## config.mk

```make
export PLATFORM = sky130hd
export DESIGN_NAME = spi_fast_xchg
export DESIGN_NICKNAME = d
export VERILOG_FILES = /design/src/rtl/fbx_pkg.sv /design/src/rtl/fbx_control.sv /design/src/rtl/fbx_datapath.sv /design/src/rtl/spi_fast_xchg.sv
export SDC_FILE = /design/constraint.sdc
export NUM_CORES = 1
export LEC_CHECK = 0
export ABC_AREA = 1
export ABC_CLOCK_PERIOD_IN_PS = 6000
export CAP_MARGIN = 20
export CELL_PAD_IN_SITES_DETAIL_PLACEMENT = 1
export CELL_PAD_IN_SITES_GLOBAL_PLACEMENT = 1
export CORE_ASPECT_RATIO = 1.4
export CORE_MARGIN = 4
export CORE_UTILIZATION = 35
export DETAILED_ROUTE_END_ITERATION = 8
export GPL_ROUTABILITY_DRIVEN = 0
export HOLD_SLACK_MARGIN = 0.06
export MAX_ROUTING_LAYER = met4
export PLACE_DENSITY_LB_ADDON = 0.1
export SLEW_MARGIN = 20
export SYNTH_ARGS = -nofsm -noshare
export SYNTH_HDL_FRONTEND = slang
export SYNTH_SLANG_ARGS = --single-unit
export TNS_END_PERCENT = 30
```

## constraint.sdc

```tcl
create_clock -name clk -period 6 [get_ports clk]
set_clock_uncertainty 0.05 [all_clocks]
set_input_delay 0.9 -clock clk [delete_from_list [all_inputs] [get_ports clk]]
set_output_delay 0.9 -clock clk [all_outputs]
set_load 0.005 [all_outputs]
```

## src/rtl/fbx_pkg.sv

```systemverilog
`timescale 1ns/1ps
package fbx_pkg;

  typedef enum logic [1:0] {
    PH_IDLE,
    PH_CMD,
    PH_ADDR,
    PH_DATA
  } fbxPhase_e;

  // strobes and levels the control side hands to the datapath
  typedef struct packed {
    logic latchAddr;   // address byte complete
    logic xferData;    // data byte complete: capture read, write, increment
    logic hideBuf;     // engine busy: buffer reads return zero
    logic loadResult;  // engine finished: load result word
  } fbxStrobe_t;

endpackage

```

## src/rtl/fbx_control.sv

```systemverilog
`timescale 1ns/1ps
module fbx_control import fbx_pkg::*; (
  input  logic       clk,
  input  logic       rstN,
  input  logic       csFall,
  input  logic       csRise,
  input  logic       byteDone,
  input  logic       ctrlHit,
  input  logic       startBit,
  input  logic       engDone,
  output fbxStrobe_t strobe,
  output logic [7:0] statusByte,
  output logic       engStart
);

  fbxPhase_e phase;
  logic busy;
  logic doneFlag;
  logic errFlag;
  logic startReq;

  assign startReq = byteDone && (phase == PH_DATA) && ctrlHit && startBit;

  always_comb begin
    strobe.latchAddr  = byteDone && (phase == PH_ADDR);
    strobe.xferData   = byteDone && (phase == PH_DATA);
    strobe.hideBuf    = busy;
    strobe.loadResult = engDone && busy;
  end

  assign statusByte = {busy, 5'b00000, errFlag, doneFlag};

  always_ff @(posedge clk or negedge rstN) begin
    if (!rstN) begin
      phase <= PH_IDLE;
    end else if (csRise) begin
      phase <= PH_IDLE;
    end else if (csFall) begin
      phase <= PH_CMD;
    end else if (byteDone) begin
      case (phase)
        PH_CMD:  phase <= PH_ADDR;
        PH_ADDR: phase <= PH_DATA;
        default: phase <= phase;
      endcase
    end
  end

  always_ff @(posedge clk or negedge rstN) begin
    if (!rstN) begin
      busy     <= 1'b0;
      doneFlag <= 1'b0;
      errFlag  <= 1'b0;
      engStart <= 1'b0;
    end else begin
      engStart <= 1'b0;
      if (startReq) begin
        if (busy) begin
          errFlag <= 1'b1;
        end else begin
          engStart <= 1'b1;
          busy     <= 1'b1;
          doneFlag <= 1'b0;
        end
      end
      if (engDone && busy) begin
        busy     <= 1'b0;
        doneFlag <= 1'b1;
      end
    end
  end

endmodule

```

## src/rtl/fbx_datapath.sv

```systemverilog
`timescale 1ns/1ps
module fbx_datapath import fbx_pkg::*; #(
  parameter int          NUM_BYTES   = 16,
  parameter logic [7:0]  BUF_BASE    = 8'h84,
  parameter int          SYNC_STAGES = 2
) (
  input  logic                   clk,
  input  logic                   rstN,
  input  logic                   sclk,
  input  logic                   csN,
  input  logic                   mosi,
  output logic                   miso,
  input  fbxStrobe_t             strobe,
  input  logic [7:0]             statusByte,
  output logic                   csFall,
  output logic                   csRise,
  output logic                   byteDone,
  output logic                   ctrlHit,
  output logic                   startBit,
  output logic [6:0]             cfgReg,
  output logic [8*NUM_BYTES-1:0] bufFlat,
  input  logic [8*NUM_BYTES-1:0] resultFlat
);

  localparam int         IDX_W     = $clog2(NUM_BYTES);
  localparam logic [7:0] BUF_TOP   = 8'(int'(BUF_BASE) + NUM_BYTES - 1);
  localparam logic [7:0] CFG_ADDR  = 8'(int'(BUF_BASE) - 1);
  localparam logic [7:0] CTRL_ADDR = 8'(int'(BUF_BASE) + NUM_BYTES);

  // pin synchronizers
  logic [SYNC_STAGES-1:0] sclkPipe, csPipe, mosiPipe;
  logic sclkS, csS, mosiS, sclkPrev, csPrev;
  logic sclkRise, sclkFall;

  always_ff @(posedge clk or negedge rstN) begin
    if (!rstN) begin
      sclkPipe <= '0;
      csPipe   <= '1;
      mosiPipe <= '0;
      sclkPrev <= 1'b0;
      csPrev   <= 1'b1;
    end else begin
      sclkPipe <= {sclkPipe[SYNC_STAGES-2:0], sclk};
      csPipe   <= {csPipe[SYNC_STAGES-2:0], csN};
      mosiPipe <= {mosiPipe[SYNC_STAGES-2:0], mosi};
      sclkPrev <= sclkS;
      csPrev   <= csS;
    end
  end

  assign sclkS    = sclkPipe[SYNC_STAGES-1];
  assign csS      = csPipe[SYNC_STAGES-1];
  assign mosiS    = mosiPipe[SYNC_STAGES-1];
  assign sclkRise = sclkS && !sclkPrev && !csS;
  assign sclkFall = !sclkS && sclkPrev && !csS;
  assign csFall   = !csS && csPrev;
  assign csRise   = csS && !csPrev;

  // serial framing
  logic [2:0] bitCnt;
  logic [6:0] rxShift;
  logic [7:0] rxByte;
  logic [7:0] txShift;
  logic [7:0] txNext;
  logic [7:0] curAddr;
  logic [7:0] readVal;

  assign rxByte   = {rxShift, mosiS};
  assign byteDone = sclkRise && (bitCnt == 3'd7);
  assign miso     = txShift[7];
  assign startBit = rxByte[7];

  // address decode
  logic             inBuf;
  logic             inCtrl;
  logic [IDX_W-1:0] bufIdx;
  logic [7:0]       bufMem [NUM_BYTES];

  assign inBuf   = (curAddr >= BUF_BASE) && (curAddr <= BUF_TOP);
  assign inCtrl  = (curAddr == CFG_ADDR) || (curAddr == CTRL_ADDR);
  assign ctrlHit = (curAddr == CTRL_ADDR);
  assign bufIdx  = IDX_W'(curAddr - BUF_BASE);

  always_comb begin
    if (inBuf) begin
      readVal = strobe.hideBuf ? 8'h00 : bufMem[bufIdx];
    end else if (inCtrl) begin
      readVal = {1'b0, cfgReg};
    end else begin
      readVal = 8'h00;
    end
  end

  always_ff @(posedge clk or negedge rstN) begin
    if (!rstN) begin
      bitCnt  <= '0;
      rxShift <= '0;
      txShift <= '0;
      txNext  <= '0;
      curAddr <= '0;
    end else begin
      if (csS) begin
        bitCnt <= '0;
      end else if (sclkRise) begin
        bitCnt  <= bitCnt + 3'd1;
        rxShift <= {rxShift[5:0], mosiS};
      end

      if (csFall) begin
        txShift <= statusByte;
      end else if (sclkFall) begin
        txShift <= (bitCnt == 3'd0) ? txNext : {txShift[6:0], 1'b0};
      end

      if (csFall) begin
        txNext <= 8'h00;
      end else if (byteDone) begin
        txNext <= strobe.xferData ? readVal : 8'h00;
      end

      if (strobe.latchAddr) begin
        curAddr <= rxByte;
      end else if (strobe.xferData) begin
        curAddr <= curAddr + 8'd1;
      end
    end
  end

  // buffer and control register
  always_ff @(posedge clk or negedge rstN) begin
    if (!rstN) begin
      for (int i = 0; i < NUM_BYTES; i++) begin
        bufMem[i] <= 8'h00;
      end
      cfgReg <= '0;
    end else begin
      if (strobe.loadResult) begin
        for (int i = 0; i < NUM_BYTES; i++) begin
          bufMem[i] <= resultFlat[8*i +: 8];
        end
      end
      if (strobe.xferData && inBuf) begin
        bufMem[bufIdx] <= rxByte;
      end
      if (strobe.xferData && inCtrl) begin
        cfgReg <= rxByte[6:0];
      end
    end
  end

  for (genvar g = 0; g < NUM_BYTES; g++) begin : g_flat
    assign bufFlat[8*g +: 8] = bufMem[g];
  end

endmodule

```

## src/rtl/spi_fast_xchg.sv

```systemverilog
`timescale 1ns/1ps
module spi_fast_xchg import fbx_pkg::*; #(
  parameter int         NUM_BYTES   = 16,
  parameter logic [7:0] BUF_BASE    = 8'h84,
  parameter int         SYNC_STAGES = 2
) (
  input  logic                   clk,
  input  logic                   rstN,
  input  logic                   sclk,
  input  logic                   csN,
  input  logic                   mosi,
  output logic                   miso,
  output logic                   engStart,
  output logic [6:0]             engMode,
  output logic [8*NUM_BYTES-1:0] engData,
  input  logic                   engDone,
  input  logic [8*NUM_BYTES-1:0] engResult
);

  fbxStrobe_t strobe;
  logic [7:0] statusByte;
  logic       csFall, csRise, byteDone, ctrlHit, startBit;

  fbx_control u_ctrl (
    .clk        (clk),
    .rstN       (rstN),
    .csFall     (csFall),
    .csRise     (csRise),
    .byteDone   (byteDone),
    .ctrlHit    (ctrlHit),
    .startBit   (startBit),
    .engDone    (engDone),
    .strobe     (strobe),
    .statusByte (statusByte),
    .engStart   (engStart)
  );

  fbx_datapath #(
    .NUM_BYTES   (NUM_BYTES),
    .BUF_BASE    (BUF_BASE),
    .SYNC_STAGES (SYNC_STAGES)
  ) u_dp (
    .clk        (clk),
    .rstN       (rstN),
    .sclk       (sclk),
    .csN        (csN),
    .mosi       (mosi),
    .miso       (miso),
    .strobe     (strobe),
    .statusByte (statusByte),
    .csFall     (csFall),
    .csRise     (csRise),
    .byteDone   (byteDone),
    .ctrlHit    (ctrlHit),
    .startBit   (startBit),
    .cfgReg     (engMode),
    .bufFlat    (engData),
    .resultFlat (engResult)
  );

endmodule

```

==> qor.yml <==
outcome: "complete, no violations"
gr-usage-all-layers_pct: 26.5
tns_ps: 0
power.switching_mw: 1.83
avgSynthCellArea_um2: 6.85
area_growth_pct: 29.3
detailed_place.area_mm2: 0.0143
syn_nets: 1831
post-route-util_pct: 45.9
die_h_um: 223
p_leak_nw: 7.34
synth_area_mm2: 0.0115
slew_viol_final: 0
seqPwrFrac_pct: 41.5
core_area_mm2: 0.0324
timing.final.crit_share_pct: 62.1
ys_warn_count: 0
max-clock-path-buffers: 2
dpl.hpwl_um: 33500
grt_pass1_wl_um: 72800
r2r-end: "u_dp.bufFlat[75]"
fillers: 4114
setup_viol: 0
postCtsHoldBufs: 0
num_vias: 12100
die_area_mm2: 0.0359
endpoint: "u_dp.bufFlat[75]"
power.density_mw_per_mm2: 330
layoutNonFillerInstCount: 2310
end_kind: "flop"
n_antenna_cell: 0
cts-buffers-inserted: 17
crit_required_ps: 6290
startpoint_type: "flop"
insertion_delay_ps: 450
wl_met3_um: 1760
hold_viol: 0
rr_startpoint: "u_dp.curAddr[2]"
die_w_um: 161
stdcell_area_mm2: 0.0149
fmax_mhz: 268
io_pins: 271
clockRootBuffer: "clkbuf_16"
drv_cap: 0
wl_met1_um: 18800
via_per_inst: 5.22
pwr-share-clk_pct: 23.3
totalPowerFinal_mw: 4.91
first_global_vias: 12800
num_rows: 78
grt.overflow.total: 0
cts.clk_slew.worst_paths_ps: 70
port_buffers: 270
slew_headroom_pct: 20.8
avgRoutedWirePerCell_um: 20.0
dp_slack_ps: 2350
combPwrFrac_pct: 35.2
whs_ps: 300
drc: 0
grt_max_degree: 89
fin_nets: 2008
path_class: "flop to flop"
cp-startpoint: "u_dp.curAddr[2]"
synth_cell_type_count: 38
first_pass_iters: 5
reg2reg_depth: 12
crit_fanout: 72
worstPathArrival_ps: 4020
post-cts-setup-buffer-count: 0
wirelength_um: 46200
p_int_mw: 3.09
cts_tree: "done"
antenna_found_initial: 0
start_util_pct: 35.5
yosysSeqAreaShare_pct: 39.8
peakVddDrop_uv: 148
cts.htree.levels: 4
yosys_register_bits: 183
drive_gt1_share_pct: 4.65
rrSetupSlack_ps: 2270
rsz0062_at_grt: "false"
postCtsResizedCells: 0
hp-class: "flop to flop"
drtIter0Drc: 726
swShare_pct: 37.2
top_layer_used: "met4"
period_minus_slack_ps: 3730
postRouteAntennaNets: 0
dpl.cell_count: 2278
route.met2.wl_um: 24600
numClockSinks: 183
worst_pin_slew_ps: 1190
syn_inst: 1680
fin_ws_ps: 2270
[worst max-delay path, cell delays in order (launching register included)]
cell and delay [ps]:
dfrtp_1 320, buf_4 260, clkinv_1 540, ha_1 470, nand2_1 90, nand2_1 60, nand2_2 90, nand2_4 100
nor2_8 620, buf_12 370, nand3_1 340, nand2_1 160, nand2_1 60
[logic make-up (layout without fill, tap and decap cells)]
logic type,after synthesis,count (layout),share of synthesized area [%]
DFF,183,183,39.8
buffers and inverters,260,450,9.81
xor gates and xnor gates,6,6,0.457
and+or+nand+nor,1145,1145,44.2
AOI/OAI and AO/OA,61,61,3.10
adders and majority gates,17,17,1.85
muxes,8,8,0.783
[cell usage in the layout (no fill, tap or decap), types with 4 or more instances in the layout]
| master | n |
|---|---|
| o211ai_1 | 4 |
| nand3_1 | 224 |
| clkdlybuf4s50_1 | 268 |
| inv_1 | 122 |
| xor2_1 | 4 |
| nand4_1 | 128 |
| nor2_1 | 29 |
| a21oi_1 | 8 |
| nand3_4 | 9 |
| dfrtp_1 | 176 |
| mux2_2 | 8 |
| buf_4 | 21 |
| clkbuf_16 | 17 |
| ha_1 | 16 |
| nand2_1 | 743 |
| inv_6 | 4 |
| o221ai_1 | 5 |
| o21ai_0 | 35 |
[state kept, by name (all words and copies together) (netlist names), 2 cells and up]
register	count
u_ctrl.phase	2
u_dp.bitCnt	3
u_dp.bufFlat	128
u_dp.cfgReg	7
u_dp.csPipe	2
u_dp.curAddr	8
u_dp.mosiPipe	2
u_dp.rxShift	7
u_dp.sclkPipe	2
u_dp.txNext	8
u_dp.txShift	8
[synth_stat cells, drive strengths merged]
cell,number,share of area [%]
nand2,748,25
nand3,233,11
dfrtp,180,39
nand4,128,7.0
inv,124,4.0
clkbuf,86,2.8
buf,47,2.9
o21ai,35,1.5
nor2,30,1.1
ha,17,1.8
a21oi,8,0.35
mux2,8,0.78
o221ai,5,0.38
nor3,4,0.22
o211ai,4,0.26
xor2,4,0.30
clkinv,3,0.098
dfstp,3,0.69
o22ai,3,0.16
o311ai,2,0.15
xnor2,2,0.15
a21boi,1,0.065
a22oi,1,0.065
nand3b,1,0.17
nor4,1,0.054
o21bai,1,0.065
o32ai,1,0.076
[worst min-delay path by stage]
stage | start | endpoint | cells after the start
2_1_floorplan | u_dp.mosiPipe[0] | u_dp.mosiPipe[1] | 0
3_3_place_gp | u_dp.mosiPipe[0] | u_dp.mosiPipe[1] | 0
3_5_place_dp | u_dp.mosiPipe[0] | u_dp.mosiPipe[1] | 0
4_1_cts | u_dp.mosiPipe[0] | u_dp.mosiPipe[1] | 0
5_1_grt | u_dp.csPipe[0] | u_dp.csPipe[1] | 0
6_report | u_dp.mosiPipe[0] | u_dp.mosiPipe[1] | 0
[power groups by stage]
| stage | sequential [mW] | clock (mW) | combinational [mW] |
|---|---|---|---|
| global placement | 2.07 | 0 | 1.71 |
| CTS | 2.05 | 1.16 | 1.76 |
| global route | 2.07 | 1.22 | 1.95 |
| detailed placement | 2.06 | 0 | 1.75 |
| floorplan | 1.81 | 0 | 0.787 |
| finish | 2.04 | 1.15 | 1.73 |
[area by class of cell]
type,count,area [µm²],area share (%)
inverters,127,477,3.20
clock inverters,12,144,0.967
flip-flops and latches,183,4590,30.9
well taps,440,551,3.70
repair buffers,291,2870,19.3
multi-input cells,1237,5800,39.0
clock buffers,20,437,2.94
[routing by layer]
layer,global-route usage [%],up-vias
met5,-,-
met4,7.68,0
met3,3.53,65
met2,46.9,281
met1,31.6,5929
li1,-,5789
Note: power is estimated with default switching activity, not from simulation.
